[src/rtl/flock_pkg.sv]
package flock_pkg;
  typedef enum logic [1:0] {
    K_READ = 2'b00,
    K_PROG = 2'b01,
    K_CHIP = 2'b10,
    K_SECT = 2'b11
  } acc_kind_e;

  localparam logic [1:0] MODE_USER = 2'b00;
endpackage

[src/rtl/flock_state.sv]
module flock_state #(
  parameter int unsigned DW = 16,
  parameter logic [DW-1:0] LOCK_CODE = 16'h0001
) (
  input  logic          clk_i,
  input  logic          rst_ni,
  input  logic [DW-1:0] sec_word_i,
  output logic          ready_o,
  output logic          lock_o
);
  logic ready_q, lock_q;

  // lock defaults to set until the stored word has been sampled
  always_ff @(posedge clk_i or negedge rst_ni) begin
    if (!rst_ni) begin
      ready_q <= 1'b0;
      lock_q  <= 1'b1;
    end else if (!ready_q) begin
      ready_q <= 1'b1;
      lock_q  <= (sec_word_i == LOCK_CODE);
    end
  end

  assign ready_o = ready_q;
  assign lock_o  = lock_q;

  a_r2_lock_held: assert property (@(posedge clk_i) disable iff (!rst_ni)
    ready_q |=> ready_q && $stable(lock_q));
endmodule

[src/rtl/flock_store.sv]
module flock_store #(
  parameter int unsigned DW = 16
) (
  input  logic          clk_i,
  input  logic          por_ni,
  input  logic          wr_sec_i,
  input  logic          wr_trim_i,
  input  logic [DW-1:0] wdata_i,
  input  logic          arm_erase_i,
  input  logic          erase_done_i,
  output logic [DW-1:0] sec_o,
  output logic [DW-1:0] trim_o
);
  logic [DW-1:0] sec_q, trim_q;
  logic          pend_q;
  logic          wipe;

  assign wipe = erase_done_i && pend_q;

  always_ff @(posedge clk_i or negedge por_ni) begin
    if (!por_ni) begin
      sec_q  <= '1;
      trim_q <= '1;
      pend_q <= 1'b0;
    end else if (wipe) begin
      sec_q  <= '1;
      trim_q <= '1;
      pend_q <= 1'b0;
    end else begin
      if (wr_sec_i)    sec_q  <= sec_q & wdata_i;
      if (wr_trim_i)   trim_q <= trim_q & wdata_i;
      if (arm_erase_i) pend_q <= 1'b1;
    end
  end

  assign sec_o  = sec_q;
  assign trim_o = trim_q;

  a_r1_sec_bits_clear_only: assert property (@(posedge clk_i) disable iff (!por_ni)
    !wipe |=> ((sec_q & ~$past(sec_q)) == '0));
  a_r1_trim_bits_clear_only: assert property (@(posedge clk_i) disable iff (!por_ni)
    !wipe |=> ((trim_q & ~$past(trim_q)) == '0));
  a_r8_erase_blanks_both: assert property (@(posedge clk_i) disable iff (!por_ni)
    wipe |=> (sec_q == '1) && (trim_q == '1));
endmodule

[src/rtl/flock_gate.sv]
module flock_gate
  import flock_pkg::*;
#(
  parameter int unsigned DW = 16
) (
  input  logic          clk_i,
  input  logic          rst_ni,
  input  logic          ready_i,
  input  logic          lock_i,
  input  logic          acc_valid_i,
  input  logic          dbg_i,
  input  logic [1:0]    mode_i,
  input  logic [1:0]    kind_i,
  input  logic [DW-1:0] rd_word_i,
  output logic          grant_o,
  output logic          port_en_o,
  output logic          rd_valid_o,
  output logic [DW-1:0] rd_data_o,
  output logic          denied_o
);
  logic deny_all, restricted, kind_ok, rd_ok, denied;
  logic pe_q, rv_q, dn_q;
  logic [DW-1:0] rd_q;

  always_comb begin
    deny_all   = !ready_i || (lock_i && dbg_i);
    restricted = lock_i && (mode_i != MODE_USER);
    kind_ok    = !restricted || (kind_i == K_READ) || (kind_i == K_CHIP);
    grant_o    = acc_valid_i && !deny_all && kind_ok;
    rd_ok      = grant_o && (kind_i == K_READ) && !restricted;
    denied     = acc_valid_i && (!grant_o || ((kind_i == K_READ) && !rd_ok));
  end

  always_ff @(posedge clk_i or negedge rst_ni) begin
    if (!rst_ni) begin
      pe_q <= 1'b0;
      rv_q <= 1'b0;
      dn_q <= 1'b0;
      rd_q <= '1;
    end else begin
      pe_q <= grant_o;
      rv_q <= rd_ok;
      dn_q <= denied;
      rd_q <= rd_ok ? rd_word_i : '1;
    end
  end

  assign port_en_o  = pe_q;
  assign rd_valid_o = rv_q;
  assign rd_data_o  = rd_q;
  assign denied_o   = dn_q;

  a_r3_no_grant_unready: assert property (@(posedge clk_i) disable iff (!rst_ni)
    !ready_i |=> !port_en_o);
  a_r4_dbg_blocked: assert property (@(posedge clk_i) disable iff (!rst_ni)
    acc_valid_i && dbg_i && lock_i |=> !port_en_o && denied_o && (rd_data_o == '1));
  a_r6_restricted_read_blank: assert property (@(posedge clk_i) disable iff (!rst_ni)
    acc_valid_i && ready_i && !dbg_i && lock_i && (mode_i != MODE_USER) && (kind_i == K_READ)
    |=> port_en_o && !rd_valid_o && (rd_data_o == '1));
  a_r7_restricted_cmd_refused: assert property (@(posedge clk_i) disable iff (!rst_ni)
    acc_valid_i && lock_i && (mode_i != MODE_USER) && ((kind_i == K_PROG) || (kind_i == K_SECT))
    |=> !port_en_o && denied_o);
  a_r10_idle_quiet: assert property (@(posedge clk_i) disable iff (!rst_ni)
    !acc_valid_i |=> !port_en_o && !denied_o && !rd_valid_o);
endmodule

[src/rtl/flash_lock_ctrl.sv]
module flash_lock_ctrl
  import flock_pkg::*;
#(
  parameter int unsigned AW = 32,
  parameter int unsigned DW = 16,
  parameter logic [AW-1:0] SEC_ADDR  = 32'h0010_0000,
  parameter logic [AW-1:0] TRIM_ADDR = 32'h0010_0004,
  parameter logic [DW-1:0] LOCK_CODE = 16'h0001
) (
  input  logic          clk_i,
  input  logic          rst_ni,
  input  logic          por_ni,
  input  logic [1:0]    mode_i,
  input  logic          dbg_i,
  input  logic          acc_valid_i,
  input  logic [1:0]    acc_kind_i,
  input  logic [AW-1:0] acc_addr_i,
  input  logic [DW-1:0] acc_wdata_i,
  input  logic [DW-1:0] array_rdata_i,
  input  logic          erase_done_i,
  output logic          port_en_o,
  output logic          rd_valid_o,
  output logic [DW-1:0] rd_data_o,
  output logic          access_denied_o,
  output logic          lock_o
);
  logic          hit_sec, hit_trim, grant, ready, lock;
  logic          wr_sec, wr_trim, arm_erase;
  logic [DW-1:0] sec_word, trim_word, rd_word;

  assign hit_sec  = (acc_addr_i == SEC_ADDR);
  assign hit_trim = (acc_addr_i == TRIM_ADDR);

  always_comb begin
    if (hit_sec)       rd_word = sec_word;
    else if (hit_trim) rd_word = trim_word;
    else               rd_word = array_rdata_i;
  end

  assign wr_sec    = grant && (acc_kind_i == K_PROG) && hit_sec;
  assign wr_trim   = grant && (acc_kind_i == K_PROG) && hit_trim;
  // both protected words share one erase unit
  assign arm_erase = grant && ((acc_kind_i == K_CHIP) ||
                               ((acc_kind_i == K_SECT) && (hit_sec || hit_trim)));

  flock_state #(.DW(DW), .LOCK_CODE(LOCK_CODE)) u_state (
    .clk_i      (clk_i),
    .rst_ni     (rst_ni),
    .sec_word_i (sec_word),
    .ready_o    (ready),
    .lock_o     (lock)
  );

  flock_store #(.DW(DW)) u_store (
    .clk_i        (clk_i),
    .por_ni       (por_ni),
    .wr_sec_i     (wr_sec),
    .wr_trim_i    (wr_trim),
    .wdata_i      (acc_wdata_i),
    .arm_erase_i  (arm_erase),
    .erase_done_i (erase_done_i),
    .sec_o        (sec_word),
    .trim_o       (trim_word)
  );

  flock_gate #(.DW(DW)) u_gate (
    .clk_i       (clk_i),
    .rst_ni      (rst_ni),
    .ready_i     (ready),
    .lock_i      (lock),
    .acc_valid_i (acc_valid_i),
    .dbg_i       (dbg_i),
    .mode_i      (mode_i),
    .kind_i      (acc_kind_i),
    .rd_word_i   (rd_word),
    .grant_o     (grant),
    .port_en_o   (port_en_o),
    .rd_valid_o  (rd_valid_o),
    .rd_data_o   (rd_data_o),
    .denied_o    (access_denied_o)
  );

  assign lock_o = lock;
endmodule

[config.mk]
export PLATFORM = sky130hd
export DESIGN_NAME = flash_lock_ctrl
export DESIGN_NICKNAME = d
export VERILOG_FILES = /design/src/rtl/flock_pkg.sv /design/src/rtl/flock_state.sv /design/src/rtl/flock_store.sv /design/src/rtl/flock_gate.sv /design/src/rtl/flash_lock_ctrl.sv
export SDC_FILE = /design/constraint.sdc
export NUM_CORES = 1
export LEC_CHECK = 0
export CORE_MARGIN = 4
export CORE_UTILIZATION = 30
export CTS_CLUSTER_DIAMETER = 150
export DETAILED_ROUTE_END_ITERATION = 12
export DONT_BUFFER_PORTS = 1
export SLEW_MARGIN = 20
export SYNTH_ARGS = -nofsm -noshare
export SYNTH_HDL_FRONTEND = slang
export SYNTH_SLANG_ARGS = --single-unit
[constraint.sdc]
create_clock -name clk_i -period 2 [get_ports clk_i]
set_input_delay 0.1 -clock clk_i [delete_from_list [all_inputs] [get_ports clk_i]]
set_output_delay 0.1 -clock clk_i [all_outputs]
set_load 0.05 [all_outputs]
* Word-level counts from Yosys, hierarchy flattened *
Index checks and enable logic that the tools add are counted.

word-level totals
  memories kept = 0
  bits in latches = 0
  flip-flop bits (word level) = 54
  memory bits (writable) = 0
  bits in read-only memories = 0

operators by class
  $add $sub $neg = 0
  divide/modulo/power cells = 0
  reductions and logical operators = 30
  bitwise gates (word level) = 2
  muxes and demuxes = 9
  multiply operators = 0
  equality and inequality tests = 6
  shift operators = 0
  $lt $le $gt $ge = 0

operators by type and width
  operator                                               count
  two-way mux 16 bit                                     7
  equality test 32 x 21 -> 1 bit, second input constant  2
  bitwise AND 16 bit                                     2
  equality test 16 x 1 -> 1 bit, second input constant   1
  logical AND 1 bit                                      14
  nonzero test 2 bit                                     4
  logical OR 1 bit                                       6
  logical NOT 1 bit                                      5
  equality test 2 bit, second input constant             2
  equality test 2 x 1 -> 1 bit, second input constant    1
  logical NOT 2 bit                                      1
  two-way mux 1 bit                                      2

* Longest topological paths before layout *
  depth after elaboration = 12
  gate-level depth with buffers = 6

* By module *
Synthesis repeated with hierarchy kept, for this count alone.

second synthesis, totals
  cells, all modules = 246
  area total of the unflattened synthesis = 2937.8 um^2

by module, submodules not included
  module           times used  cells each  seq. area each (um^2)  area each (um^2)
  flock_store      1           137         865.8                  1574.0
  flock_gate       1           47          495.5                  680.7
  flash_lock_ctrl  1           51          0.0                    583.1
  flock_state      1           11          51.3                   100.1

* Worst setup path after synthesis *
Ideal clock, no wire load.

  path kind = register -> register
  start = register u_store.pend_q
  end = register u_store.sec_q[0] (netlist: u_store.sec_o[0])
  arrival time = 1445 ps
  cell stages (with the launch flop) = 7
  clock period less this slack = 1524 ps
  buffers on the path = 2
  slack = 476 ps
  setup time = 80 ps
  cells stage by stage = dfrtp_1 -> and2_1 -> buf_1 -> nor3b_2 -> nand4b_4 -> buf_6 -> o22a_1

on the way
  longest elaborated chain between the ends = 2
  elaborated cells between the ends (all ways) = 3
  classes of those cells = mux: 1; reduce/logical: 2

ends and longest elaborated chain
  what                                                             RTL line           RTL
  start: declaration                                               flock_store.sv:15  logic pend_q;
  start signal: assignment                                         flock_store.sv:24  pend_q <= 1'b0;
  start signal: assignment                                         flock_store.sv:28  pend_q <= 1'b0;
  start signal: assignment                                         flock_store.sv:32  if (arm_erase_i) pend_q <= 1'b1;
  logical AND 1 bit (*)                                            flock_store.sv:18  assign wipe = erase_done_i && pend_q;
  two-way mux 16 bit / nonzero test 2 bit (equally long branches)  --
  end signal: assignment                                           flock_store.sv:30  if (wr_sec_i) sec_q <= sec_q & wdata_i;
  end: declaration                                                 flock_store.sv:14  logic [DW-1:0] sec_q, trim_q;

Every way passes the cells marked *; elsewhere a longest branch is shown, timed or not.
A chain may end at the register's enable or synchronous reset.

* Worst setup path in the final report *
  start = register u_state.ready_q (netlist: u_state.ready_o)
  end = register u_store.trim_q[11] (netlist: u_store.trim_o[11])

on the way
  longest elaborated chain between the ends = 8

ends and longest elaborated chain
  what                                 RTL line               RTL
  start: declaration                   flock_state.sv:11      logic ready_q, lock_q;
  start signal: assignment             flock_state.sv:16      ready_q <= 1'b0;
  start signal: assignment             flock_state.sv:19      ready_q <= 1'b1;
  logical NOT 1 bit                    --
  logical OR 1 bit                     flock_gate.sv:26       deny_all = !ready_i || (lock_i && dbg_i);
  logical NOT 1 bit                    flock_gate.sv:29       grant_o = acc_valid_i && !deny_all && kind_ok;
  logical AND 1 bit (2 in series)      flock_gate.sv:29
  logical AND 1 bit (2 in series)      flash_lock_ctrl.sv:41  assign wr_trim = grant && (acc_kind_i == K_PROG) && hit_trim;
  nonzero test 2 bit (no source line)  --
  end signal: assignment               flock_store.sv:31      if (wr_trim_i) trim_q <= trim_q & wdata_i;
  end: declaration                     flock_store.sv:14

No other way between the ends.

==> impl_metrics.yaml <==
run_status:
  outcome: "complete, no violations"
synth:
  synth_area_leader_cell: "dfstp_2"
  yosysSeqAreaShare_pct: 54.5
  synthesis.area_mm2: 0.00259
  synth_top_area_share_pct: 49.6
  yosys-top-cells-count: "dfstp_2 (49), o22a_1 (32), a21oi_1 (17), nor2b_1 (16)"
  synth_edf_count: 0
  syn_nets: 281
  synthArstFlopShare_pct: 100
  synth.distinct_cells: 35
  ys_top_cells_by_area: "dfstp_2 (50%), o22a_1 (11%), a2111oi_2 (5.8%), dfrtp_1 (4.8%), nor2b_1 (3.9%)"
  synth_most_common_cell: "dfstp_2"
  syn_area_per_cell_um2: 12.5
  ys_ff_latch: 54
  yosys_warnings: 0
  syn_inst: 207
  synth_ff_type: "dfstp_2"
critical_path:
  worst-r2r-cell-count: 4
  cp-start-kind: "register"
  worstSetupPathType: "register to register"
  r2r_end: "u_store.trim_o[11]"
  worstSetupStartpoint: "u_state.ready_o"
  crit_end: "u_store.trim_o[11]"
  crit_path_end_kind: "register"
  critPathArrivalTime_ns: 1.89
  cpPeakStageDelay_ns: 0.42
  required_ns: 2.23
  timing.rr.start: "u_state.ready_o"
  worst-path-max-fanout: 16
  worst_path_max_delay_cell: "dfrtp_1"
  crit_chain: "nand4b_1 -> nor3b_2 -> nand4_4 -> o22a_1"
  r2r_setup_slack_ns: 0.34
layout:
  areaGrowthSynthToFinish_pct: 21.7
  final_area_mm2: 0.00316
  drive_gt1_share_pct: 34.9
  diodes: 0
  fillerInstances: 790
  fin_nets: 314
die:
  start_util_pct: 31.3
  die_x_um: 101
  coreArea_mm2: 0.00830
  pin_count: 94
  die_height_um: 101
  dieArea_mm2: 0.0102
  core.rowCount: 33
global_route:
  antenna_found_initial: 0
  grtUsageTotal_pct: 12.9
  grt_pass1_vias: 1933
  globalRoute.totalOverflow: 0
  grt_first_pass_wirelength_um: 10600
  grt_max_degree: 34
pwr:
  leakage_uw: 0.00107
  power_density_mw_per_mm2: 711
  ir_worst_vdd_v: 0.000315
  power_uw: 2240
min_path:
  hp-start: "array_rdata_i[0]"
  hold_class: "input port to register"
  whs_path_depth: 2
timing:
  fin_setup_tns_ns: 0
  fin_skew_ns: 0.00931
  tightest_slew_ns: 0.886
  drv_slew: 0
  fmax_mhz: 604
  period_needed_ns: 1.66
  finalCritPeriodShare_pct: 82.8
  hold_violations: 0
  setup_violations: 0
  rsz0062_at_grt: "false"
  slew_headroom_pct: 40.7
cts:
  ctsResizeCount: 0
  cts_setup_buffers: 0
  tritoncts: "built"
  cts.htree.levels: 2
  clk-insertion-delay-late_ns: 0.30
  numCtsBuffers: 5
  path_clk_slew_ns: 0.09
  clockBufferDepth: 2
  holdBufCountCts: 36
  cts_root_buf: "clkbuf_8"
  numClockSinks: 54
run:
  drv_cap: 0
placement:
  gp_congestion: 0.768
  dp_hpwl_um: 4810
  portBuffers: 0
  postPlaceCellArea_mm2: 0.00267
drt:
  first_pass_iters: 6
  drt-total-wl_um: 6580
  num_vias: 1874
  wl_per_cell_um: 19.0
  drcViolationCount: 0
  drtIter0Drc: 73
  routed_via_density: 5.42
  postRouteAntennaNets: 0
## cell type report
class,instances,area [um2],share of cell area (%)
Multi-Input combinational cell,134,1070,33.9
Sequential cell,54,1410,44.7
Tap cell,105,131,4.16
Clock inverter,1,30.0,0.951
Inverter,3,11.3,0.357
Timing Repair Buffer,42,415,13.2
Clock buffer,7,86.3,2.73
## cells by family (layout without fill, tap and decap cells)
kind of cell | count (synthesis) | after routing | synth area share (%)
compound gates | 88 | 88 | 27.0
flops | 54 | 54 | 54.5
buf+inv | 19 | 53 | 4.29
other cells | 1 | 1 | 0.145
simple gates | 45 | 45 | 14.1
## where the power goes
part,switching [uW],internal (uW)
logic,87.5,128
registers,73.1,1210
clock network,341,408
total,501,1740
## sequential cells by signal (all words and copies together), names as in the netlist
signal	count
u_gate.denied_o	1
u_state.lock_o	1
u_store.sec_o	16
u_gate.port_en_o	1
u_store.pend_q	1
u_store.trim_o	16
u_gate.rd_data_o	16
u_state.ready_o	1
u_gate.rd_valid_o	1
## metal layers
layer	track usage [%]	wire [um]
met1	17.5	3000
met3	2.98	327
met4	3.48	89
met2	20.8	3170
met5	0	0
## cells in the final DEF (no fill, tap or decap)
cell type	Yosys	final
a21boi_0	1	1
nor4b_2	1	1
nor4_1	3	3
nand4_4	1	1
o2111a_1	1	1
clkbuf_8	0	6
nand4_2	1	1
nor4b_1	1	1
nand2_1	3	3
bufinv_16	0	1
nand4b_4	1	1
o22a_1	32	32
o21ai_0	9	9
a2111oi_2	10	10
nand4_1	3	3
buf_4	2	6
a41o_1	1	1
o31ai_1	1	1
nor2b_1	16	16
inv_1	3	3
and4_1	2	2
nor4_2	6	6
a21oi_1	17	17
nor2_1	3	3
dfstp_2	49	49
dlygate4sd3_1	0	35
conb_1	1	1
o21ai_1	10	10
nor3_1	1	1
clkbuf_1	7	1
a2111oi_0	6	6
buf_12	0	1
nor3b_2	1	1
and2_1	1	1
nand4b_1	1	1
dfrtp_1	5	5
## worst min-delay path by stage
stage	end
after floorplan	u_gate.denied_o
after global placement	u_gate.denied_o
after detailed placement	u_gate.port_en_o
after CTS	u_gate.rd_data_o[13]
after global routing	u_gate.rd_data_o[13]
final	u_gate.rd_data_o[0]
## worst max-delay path, delay by kind of cell, from the launching register on
kind	cells	cell delay, ns
AO/OA/AOI/OAI	1	0.28
flip-flops	1	0.42
AND/OR/NAND/NOR	3	0.89
## per-stage QoR
| stage | util, % | hold WS (ns) | instances | worst slack [ns] |
|---|---|---|---|---|
| 4_1_cts | 38.0 | 0.0101 | 346 | 0.360 |
| 3_3_place_gp | 32.2 | -0.195 | 302 | 0.414 |
| 2_1_floorplan | - | -0.196 | 207 | 0.476 |
| 3_5_place_dp | 32.2 | -0.195 | 302 | 0.368 |
| 6_report | 38.0 | 0.0110 | 346 | 0.345 |
| 5_1_grt | 38.0 | 0.000529 | 346 | 0.243 |
Note: power is estimated with default switching activity, not from simulation.
